### src/rtl/gpio_port8_pkg.sv
package gpio_port8_pkg;
  localparam int ADDR_W = 3;

  typedef enum logic [1:0] {
    OP_READ  = 2'd0,
    OP_WRITE = 2'd1,
    OP_SET   = 2'd2,
    OP_CLR   = 2'd3
  } bus_op_e;

  localparam logic [ADDR_W-1:0] A_DATA = 3'd0;
  localparam logic [ADDR_W-1:0] A_DIR  = 3'd1;
  localparam logic [ADDR_W-1:0] A_ANA  = 3'd2;
  localparam logic [ADDR_W-1:0] A_PULL = 3'd3;
  localparam logic [ADDR_W-1:0] A_CFG  = 3'd4;
endpackage

### src/rtl/gpio_sync.sv
module gpio_sync #(
  parameter int W      = 8,
  parameter int STAGES = 2
) (
  input  logic         clk,
  input  logic         rst_n,
  input  logic [W-1:0] d,
  output logic [W-1:0] q
);
  logic [STAGES-1:0][W-1:0] stage_q;

  genvar s;
  generate
    for (s = 0; s < STAGES; s++) begin : g_stage
      if (s == 0) begin : g_first
        always_ff @(posedge clk or negedge rst_n) begin
          if (!rst_n) stage_q[0] <= '0;
          else        stage_q[0] <= d;
        end
      end else begin : g_next
        always_ff @(posedge clk or negedge rst_n) begin
          if (!rst_n) stage_q[s] <= '0;
          else        stage_q[s] <= stage_q[s-1];
        end
      end
    end
  endgenerate

  assign q = stage_q[STAGES-1];
endmodule

### src/rtl/gpio_regfile.sv
module gpio_regfile
  import gpio_port8_pkg::*;
#(
  parameter int          W       = 8,
  parameter int          PU_LO   = 4,
  parameter logic [W-1:0] ANA_RST = '1
) (
  input  logic              clk,
  input  logic              rst_n,
  input  logic              req,
  input  bus_op_e           op,
  input  logic [ADDR_W-1:0] addr,
  input  logic [W-1:0]      wdata,
  input  logic [W-1:0]      pin_view,
  output logic [W-1:0]      rdata,
  output logic [W-1:0]      latch,
  output logic [W-1:0]      dir,
  output logic [W-1:0]      ana,
  output logic [W-1:0]      pull,
  output logic              goff
);
  localparam logic [W-1:0] PU_MASK = {W{1'b1}} << PU_LO;

  logic [W-1:0] latch_q, latch_d, dir_q, dir_d, ana_q, ana_d, pull_q, pull_d;
  logic [W-1:0] rdata_q, rdata_d, pin_rd;
  logic         goff_q, goff_d;
  logic         mod_hit, rd_hit;
  logic         latch_en, dir_en, ana_en, pull_en, cfg_en;

  function automatic logic [W-1:0] apply_op(input logic [W-1:0] cur,
                                             input bus_op_e o,
                                             input logic [W-1:0] m);
    case (o)
      OP_SET:  apply_op = cur | m;
      OP_CLR:  apply_op = cur & ~m;
      default: apply_op = m;
    endcase
  endfunction

  // next-state logic
  always_comb begin
    pin_rd   = pin_view & ~ana_q;
    mod_hit  = req && (op != OP_READ);
    rd_hit   = req && (op == OP_READ);
    latch_en = mod_hit && (addr == A_DATA);
    dir_en   = mod_hit && (addr == A_DIR);
    ana_en   = mod_hit && (addr == A_ANA);
    pull_en  = mod_hit && (addr == A_PULL);
    cfg_en   = mod_hit && (addr == A_CFG);

    latch_d = apply_op(pin_rd, op, wdata);
    dir_d   = apply_op(dir_q, op, wdata);
    ana_d   = apply_op(ana_q, op, wdata);
    pull_d  = apply_op(pull_q, op, wdata) & PU_MASK;
    goff_d  = apply_op({{(W-1){1'b0}}, goff_q}, op, wdata) [0];

    case (addr)
      A_DATA:  rdata_d = pin_rd;
      A_DIR:   rdata_d = dir_q;
      A_ANA:   rdata_d = ana_q;
      A_PULL:  rdata_d = pull_q;
      A_CFG:   rdata_d = {{(W-1){1'b0}}, goff_q};
      default: rdata_d = '0;
    endcase
  end

  // registers
  always_ff @(posedge clk or negedge rst_n) begin
    if (!rst_n) begin
      latch_q <= '0;
      dir_q   <= '1;
      ana_q   <= ANA_RST;
      pull_q  <= '0;
      goff_q  <= 1'b1;
      rdata_q <= '0;
    end else begin
      if (latch_en) latch_q <= latch_d;
      if (dir_en)   dir_q   <= dir_d;
      if (ana_en)   ana_q   <= ana_d;
      if (pull_en)  pull_q  <= pull_d;
      if (cfg_en)   goff_q  <= goff_d;
      if (rd_hit)   rdata_q <= rdata_d;
    end
  end

  assign rdata = rdata_q;
  assign latch = latch_q;
  assign dir   = dir_q;
  assign ana   = ana_q;
  assign pull  = pull_q;
  assign goff  = goff_q;

  AST_LATCH_HOLD: assert property (@(posedge clk) disable iff (!rst_n)
    !(req && (op != OP_READ) && (addr == A_DATA)) |=> $stable(latch_q));
  AST_WRITE_LOADS_LATCH: assert property (@(posedge clk) disable iff (!rst_n)
    (req && (op == OP_WRITE) && (addr == A_DATA)) |=> (latch_q == $past(wdata)));
  AST_SET_FROM_PINS: assert property (@(posedge clk) disable iff (!rst_n)
    (req && (op == OP_SET) && (addr == A_DATA))
      |=> (latch_q == ($past(pin_view & ~ana_q) | $past(wdata))));
  AST_RDATA_HOLD: assert property (@(posedge clk) disable iff (!rst_n)
    !(req && (op == OP_READ)) |=> $stable(rdata_q));
  AST_UNMAPPED_ZERO: assert property (@(posedge clk) disable iff (!rst_n)
    (req && (op == OP_READ) && (addr > A_CFG)) |=> (rdata_q == '0));
endmodule

### src/rtl/gpio_pad_ctrl.sv
module gpio_pad_ctrl #(
  parameter int W     = 8,
  parameter int PU_LO = 4
) (
  input  logic         clk,
  input  logic         rst_n,
  input  logic [W-1:0] dir,
  input  logic [W-1:0] latch,
  input  logic [W-1:0] pull,
  input  logic         goff,
  output logic [W-1:0] oe,
  output logic [W-1:0] out,
  output logic [W-1:0] pu
);
  localparam logic [W-1:0] PU_MASK = {W{1'b1}} << PU_LO;

  genvar i;
  generate
    for (i = 0; i < W; i++) begin : g_pin
      assign oe[i]  = ~dir[i];
      assign out[i] = latch[i];
      if (i >= PU_LO) begin : g_pu
        assign pu[i] = pull[i] & dir[i] & ~goff;
      end else begin : g_nopu
        assign pu[i] = 1'b0;
      end
    end
  endgenerate

  AST_PU_OFF_ON_OUTPUT: assert property (@(posedge clk) disable iff (!rst_n)
    (pu & oe) == '0);
  AST_PU_GLOBAL_OFF: assert property (@(posedge clk) disable iff (!rst_n)
    goff |-> (pu == '0));
  AST_PU_LOW_PINS: assert property (@(posedge clk) disable iff (!rst_n)
    (pu & ~PU_MASK) == '0);
endmodule

### src/rtl/gpio_port8.sv
module gpio_port8
  import gpio_port8_pkg::*;
#(
  parameter int           W       = 8,
  parameter int           PU_LO   = 4,
  parameter int           SYNC_N  = 2,
  parameter logic [W-1:0] ANA_RST = '1
) (
  input  logic              clk,
  input  logic              rst_n,
  input  logic              bus_req,
  input  logic [1:0]        bus_op,
  input  logic [ADDR_W-1:0] bus_addr,
  input  logic [W-1:0]      bus_wdata,
  output logic [W-1:0]      bus_rdata,
  input  logic [W-1:0]      pad_in,
  output logic [W-1:0]      pad_oe,
  output logic [W-1:0]      pad_out,
  output logic [W-1:0]      pad_pu
);
  logic [1:0]   rst_pipe;
  logic         rst_sn;
  logic [W-1:0] pin_view, latch, dir, ana, pull;
  logic         goff;
  bus_op_e      op_e;

  // asynchronous assert, synchronous release
  always_ff @(posedge clk or negedge rst_n) begin
    if (!rst_n) rst_pipe <= 2'b00;
    else        rst_pipe <= {rst_pipe[0], 1'b1};
  end
  assign rst_sn = rst_pipe[1];
  assign op_e   = bus_op_e'(bus_op);

  gpio_sync #(.W(W), .STAGES(SYNC_N)) u_sync (
    .clk(clk), .rst_n(rst_sn), .d(pad_in), .q(pin_view)
  );

  gpio_regfile #(.W(W), .PU_LO(PU_LO), .ANA_RST(ANA_RST)) u_regs (
    .clk(clk), .rst_n(rst_sn), .req(bus_req), .op(op_e), .addr(bus_addr),
    .wdata(bus_wdata), .pin_view(pin_view), .rdata(bus_rdata),
    .latch(latch), .dir(dir), .ana(ana), .pull(pull), .goff(goff)
  );

  gpio_pad_ctrl #(.W(W), .PU_LO(PU_LO)) u_pads (
    .clk(clk), .rst_n(rst_sn), .dir(dir), .latch(latch), .pull(pull),
    .goff(goff), .oe(pad_oe), .out(pad_out), .pu(pad_pu)
  );

  AST_ANALOG_READS_ZERO: assert property (@(posedge clk) disable iff (!rst_sn)
    (bus_req && (op_e == OP_READ) && (bus_addr == A_DATA))
      |=> ((bus_rdata & $past(ana)) == '0));
  AST_ANALOG_NO_DRIVE_EFFECT: assert property (@(posedge clk) disable iff (!rst_sn)
    (bus_req && (op_e != OP_READ) && (bus_addr == A_ANA))
      |=> ($stable(pad_oe) && $stable(pad_out)));
endmodule

### config.mk
export PLATFORM = sky130hd
export DESIGN_NAME = gpio_port8
export DESIGN_NICKNAME = d
export VERILOG_FILES = /design/src/rtl/gpio_port8_pkg.sv /design/src/rtl/gpio_sync.sv /design/src/rtl/gpio_regfile.sv /design/src/rtl/gpio_pad_ctrl.sv /design/src/rtl/gpio_port8.sv
export SDC_FILE = /design/constraint.sdc
export NUM_CORES = 1
export LEC_CHECK = 0
export ABC_AREA = 1
export BUFFER_PORTS_ARGS = -buffer_cell sky130_fd_sc_hd__buf_2
export CORE_ASPECT_RATIO = 0.75
export CORE_MARGIN = 2
export CORE_UTILIZATION = 35
export DETAILED_ROUTE_END_ITERATION = 8
export PLACE_DENSITY_LB_ADDON = 0.05
export SETUP_SLACK_MARGIN = 0.05
export SLEW_MARGIN = 20
export SYNTH_ARGS = -nofsm -noshare
export SYNTH_HDL_FRONTEND = slang
export SYNTH_SLANG_ARGS = --single-unit
### constraint.sdc
create_clock -name clk -period 3.1 [get_ports clk]
set_clock_uncertainty 0.2 [all_clocks]
set_input_delay 0.155 -clock clk [delete_from_list [all_inputs] [get_ports clk]]
set_output_delay 0.155 -clock clk [all_outputs]
set_load 0.02 [all_outputs]
Yosys cells after proc, flatten, opt, wreduce, memory -nomap -nowiden
Cells that the tools add are included.
W data, S select, Z words.
{"block": "word_totals", "register_bits": 55, "latch_bits": 0, "ramBits": 0, "rom_bits": 0, "in_bits": 24, "output_inout_bits": 32, "elab_cells": 61, "mem_count": 0}
{"block": "classes", "addsub": 0, "n_mul": 0, "div": 0, "n_lt_le_gt_ge": 0, "eq_ne": 6, "shift": 0, "mux": 6, "bitwise": 30, "n_reduce_logical": 10}
{"op": "$pmux W8 S2", "n": 4}
{"op": "$and A8 B8 Y8", "n": 5}
{"op": "$pmux W8 S5", "n": 1}
{"op": "$or A8 B8 Y8", "n": 4}
{"op": "$not A8 Y8", "n": 2}
{"op": "$and A1 B1 Y1", "n": 9}
{"op": "$not A1 Y1", "n": 9}
{"op": "$logic_and A1 B1 Y1", "n": 7}
{"op": "$eq A3 B2 Y1 const B", "n": 2}
{"op": "$eq A2 B2 Y1 const B", "n": 2}
{"op": "$eq A3 B1 Y1 const B", "n": 1}
{"op": "$eq A3 B3 Y1 const B", "n": 1}
{"op": "$logic_not A3 Y1", "n": 1}
{"op": "$logic_not A2 Y1", "n": 1}
{"op": "$pmux W1 S2", "n": 1}
{"op": "$reduce_bool A2 Y1", "n": 1}
{"op": "$or A1 B1 Y1", "n": 1}

Depth between registers and ports, before layout
{"block": "depth", "word_depth": 4, "ltp_mapped": 7, "mapped_depth_nobuf": 7}

Cells and area by module
From an unflattened synthesis, not the netlist that was laid out.
{"block": "unflattened", "hier_cells": 350, "hier_area_um2": 2782.7}
{"module": "gpio_regfile", "instances": 1, "cells_each": 294, "area_per_inst_um2": 2112.0, "seq_area_each_um2": 947.2}
{"module": "gpio_sync", "instances": 1, "cells_each": 24, "area_per_inst_um2": 460.4, "seq_area_each_um2": 400.4}
{"module": "gpio_pad_ctrl", "instances": 1, "cells_each": 29, "area_per_inst_um2": 156.4, "seq_area_each_um2": 0.0}
{"module": "gpio_port8", "instances": 1, "cells_each": 3, "area_per_inst_um2": 53.8, "seq_area_each_um2": 50.0}

Worst setup path before layout
No wires, ideal clock.
{"block": "synth_path", "path_kind": "reg-to-output", "from": "register u_regs.dir_q[5], in the netlist u_regs.dir[5]", "to": "output pad_pu[5]", "t_arrival_ns": 1.109, "slack_ns": 1.636, "path_stages_with_launch": 3, "n_path_buf": 0, "cell_sequence": "dfstp_2 inv_1 nor3_1"}
{"block": "synth_between", "elab_chain_len": 2}
{"item": "start: declaration", "line": "gpio_regfile.sv:24", "text": "logic [W-1:0] latch_q, latch_d, dir_q, dir_d, ana_q, ana_d, pull_q, pull_d;"}
{"item": "start signal: assignment", "line": "gpio_regfile.sv:78", "text": "if (dir_en) dir_q <= dir_d;"}
{"item": "$and A1 B1 Y1 (2 in a row)", "line": "gpio_pad_ctrl.sv:23", "text": "assign pu[i] = pull[i] & dir[i] & ~goff;"}
{"item": "end: declaration", "line": "gpio_port8.sv:19", "text": "output logic [W-1:0] pad_pu"}
Every way passes these cells.

Final worst setup path
{"block": "layout_path", "from": "input bus_addr[2]", "to": "register u_regs.ana_q[3], in the netlist u_regs.ana[3]"}
{"block": "layout_between", "elab_chain_len": 2}
{"item": "start: declaration", "line": "gpio_port8.sv:13", "text": "input logic [ADDR_W-1:0] bus_addr,"}
{"item": "$eq A3 B2 Y1", "line": "gpio_regfile.sv:47", "text": "ana_en = mod_hit && (addr == A_ANA);"}
{"item": "$logic_and A1 B1 Y1", "line": "gpio_regfile.sv:47"}
{"item": "end signal: assignment", "line": "gpio_regfile.sv:79", "text": "if (ana_en) ana_q <= ana_d;"}
{"item": "end: declaration", "line": "gpio_regfile.sv:24"}
Every way passes these cells.
A chain may end at the register's enable or synchronous reset.

==> results.cfg <==
[run_status]
status = completed

[synth]
ys.flop_type = dfrtp_1
synth_area_leader_cell = dfrtp_1
synth_top_area_share_pct = 36.1
yosysUniqueCellTypes = 28
syn_area_per_cell_sq_um = 8.58
ys_seq_area_share_pct = 53.1
syn-cell-area_sq_um = 2630
async_flop_share_pct = 100
yosys_warnings = 0
synthTopCellsByArea = dfrtp_1 (36%), dfstp_2 (17%), nand2_1 (11%), inv_1 (6.3%), nor2_1 (4.3%)
synth_seq_cells = 55
synth-edff-count = 0
synthCells = 307

[placement]
hpwlAfterDp_microns = 4670
gp_congestion = 0.861
numPlacedInstances = 454
numPortBuffers = 51
pre_cts_ws_ps = 1430
post_dp_cell_area_sq_um = 2950

[setup_path]
timing.rr.start = u_regs.ana[7]
cp-start-kind = primary input
cp-end-kind = register
crit_path_max_fanout = 14
required_ps = 3150
r2r_slack_ps = 1710
cp-endpoint = u_regs.ana[3]
ff2ff_path_depth = 7
rr_endpoint = u_regs.rdata[7]
worstSetupPathType = primary input to register
cp.arrival_ps = 1800
crit_start = bus_addr[2]

[cts]
cts_resized = 0
clkLatencyLatePin_ps = 310
cts_tree = done
clock-sinks = 55
postCtsHoldBufs = 20
post-cts-setup-buffer-count = 0
clkSlewWorstSetupHoldPaths_ps = 110
cts-root-buf = clkbuf_8
cts_htree_levels = 2
cts.path.max_buffers = 2
cts_buffers = 5

[drt]
drc = 0
vias = 2135
antenna_left = 0
wl_microns = 6320
wl_per_cell_microns = 13.1
vias_per_cell = 4.43
dr.pass1.iters = 4
drtIter0Drc = 168

[sta]
rsz0062_at_grt = no
drv_slew = 0
clock.fmax_ghz = 0.571
hold_viol_final = 0
period_needed_ps = 1750
relSlewSlack_pct = 59.8
finalSetupViolCount = 0
worst_slew_pin_slew_ps = 603
period_share_pct = 56.5
fin_hold_ws_ps = 78.6
tns_ps = 0
setup_ws_ps = 1350

[cells_and_area]
instances_no_fill = 482
final_area_sq_um = 3260
nNetsFinal = 404
utilization_pct = 44.4
antenna_cells = 0
layout-drive-gt1-share_pct = 26.8
syn_to_final_growth_pct = 23.7

[die]
die_area_sq_um = 8240
coreArea_sq_um = 7330
initial_core_util_pct = 35.9
boundaryPins = 56
die_h_microns = 79.1
die_w_microns = 104
rows = 27

[global_route]
grt_pass1_vias = 1977
gr-total-overflow = 0
grt_max_degree = 48
antenna_found_initial = 0
grt_pass1_wl_microns = 10600
globalRouteTotalUtil_pct = 16.8

[job]
max-cap-violations = 0

[hold_path]
min-delay-path-class = primary input to register

[pwr]
powerDensity_nw_per_um2 = 560
irDropWorstVdd_mv = 0.237
p_leak_nw = 1.71
p_total_mw = 1.82
## cells by family after synthesis
logic type             count (synthesis)  synth area share, %
AO/OA/AOI/OAI                         47                 10.3
buffers and inverters                 58                 10.2
flip-flops                            55                 53.1
other                                  2                0.285
AND/OR/NAND/NOR                      145                 26.1
## cells in the mapped netlist, types with 3 or more instances
library cell	number
dfstp_2	17
o21a_1	4
nor3_1	4
o21ai_2	5
nor2_1	30
inv_2	4
nor2_2	3
nand4_1	4
nand2_4	3
buf_4	4
nand2_1	74
o21ai_0	22
dfrtp_1	38
a21oi_1	4
o21ai_1	10
nand3_1	21
inv_1	44
## metal layers
layer	track usage, %	share of wire [%]	up-vias
li1	-	-	1102
met1	28.0	56	955
met2	21.3	36	74
met3	3.12	7.2	4
met4	4.05	0.62	0
met5	0	0	-
## placed cells by master, fill, tap and decap left out, types with 2 or more instances in the layout
| cell type | count |
|---|---|
| a21oi_1 | 4 |
| nand2_1 | 74 |
| dlygate4sd3_1 | 20 |
| conb_1 | 5 |
| buf_2 | 51 |
| o21ai_1 | 10 |
| nand3_1 | 21 |
| o21a_1 | 4 |
| nand2_4 | 3 |
| clkbuf_8 | 6 |
| o21ai_2 | 5 |
| inv_1 | 44 |
| nor3_1 | 4 |
| dfrtp_1 | 37 |
| nor2_8 | 2 |
| nand4_1 | 4 |
| inv_2 | 4 |
| o21ai_0 | 22 |
| a21oi_2 | 2 |
| nor2_1 | 30 |
| nor2_2 | 3 |
| dfstp_2 | 17 |
## power breakdown
part           switching (mW)  total, mW  internal, mW  leakage, nW
Combinational           0.280      0.435         0.156         1.02
Clock                   0.249      0.436         0.187       0.0493
Sequential             0.0877      0.953         0.865        0.640
## how the worst min path moves through the flow
stage / from / endpoint / slack [ps] / cells past startpoint
after global routing: bus_addr[1] / u_regs.goff / 110 / 6
after detailed placement: rst_n / rst_pipe[0] / -260 / 1
after global placement: rst_n / rst_pipe[0] / -260 / 1
after floorplan: rst_n / rst_pipe[0] / -340 / 0
after CTS: bus_addr[1] / u_regs.goff / 80 / 6
final: bus_addr[1] / u_regs.goff / 80 / 6
## final cells by class
cell class	count	area [sq um]
clock inverters	2	18.8
inverters	49	185
flip-flops and latches	55	1400
well taps	101	126
fillers	751	4080
clock buffers	6	82.6
multi-input cells	197	978
repair buffers	72	463
## critical path: stages
cell	delay, ps
dlygate4sd3_1	530
buf_2	160
clkinv_2	150
nand3_2	190
inv_2	160
nand2_4	130
inv_1	120
nand3_1	90
nand2_1	100
## sequential cells by signal, indices dropped and copies added (netlist names)
register and flops:
u_regs.ana 8, u_regs.dir 8, u_regs.latch 8, u_regs.rdata 8, u_sync.q 8, u_sync.stage_q 8, u_regs.pull 4, rst_pipe 2
u_regs.goff 1
Power figures use the tool's default switching activity.
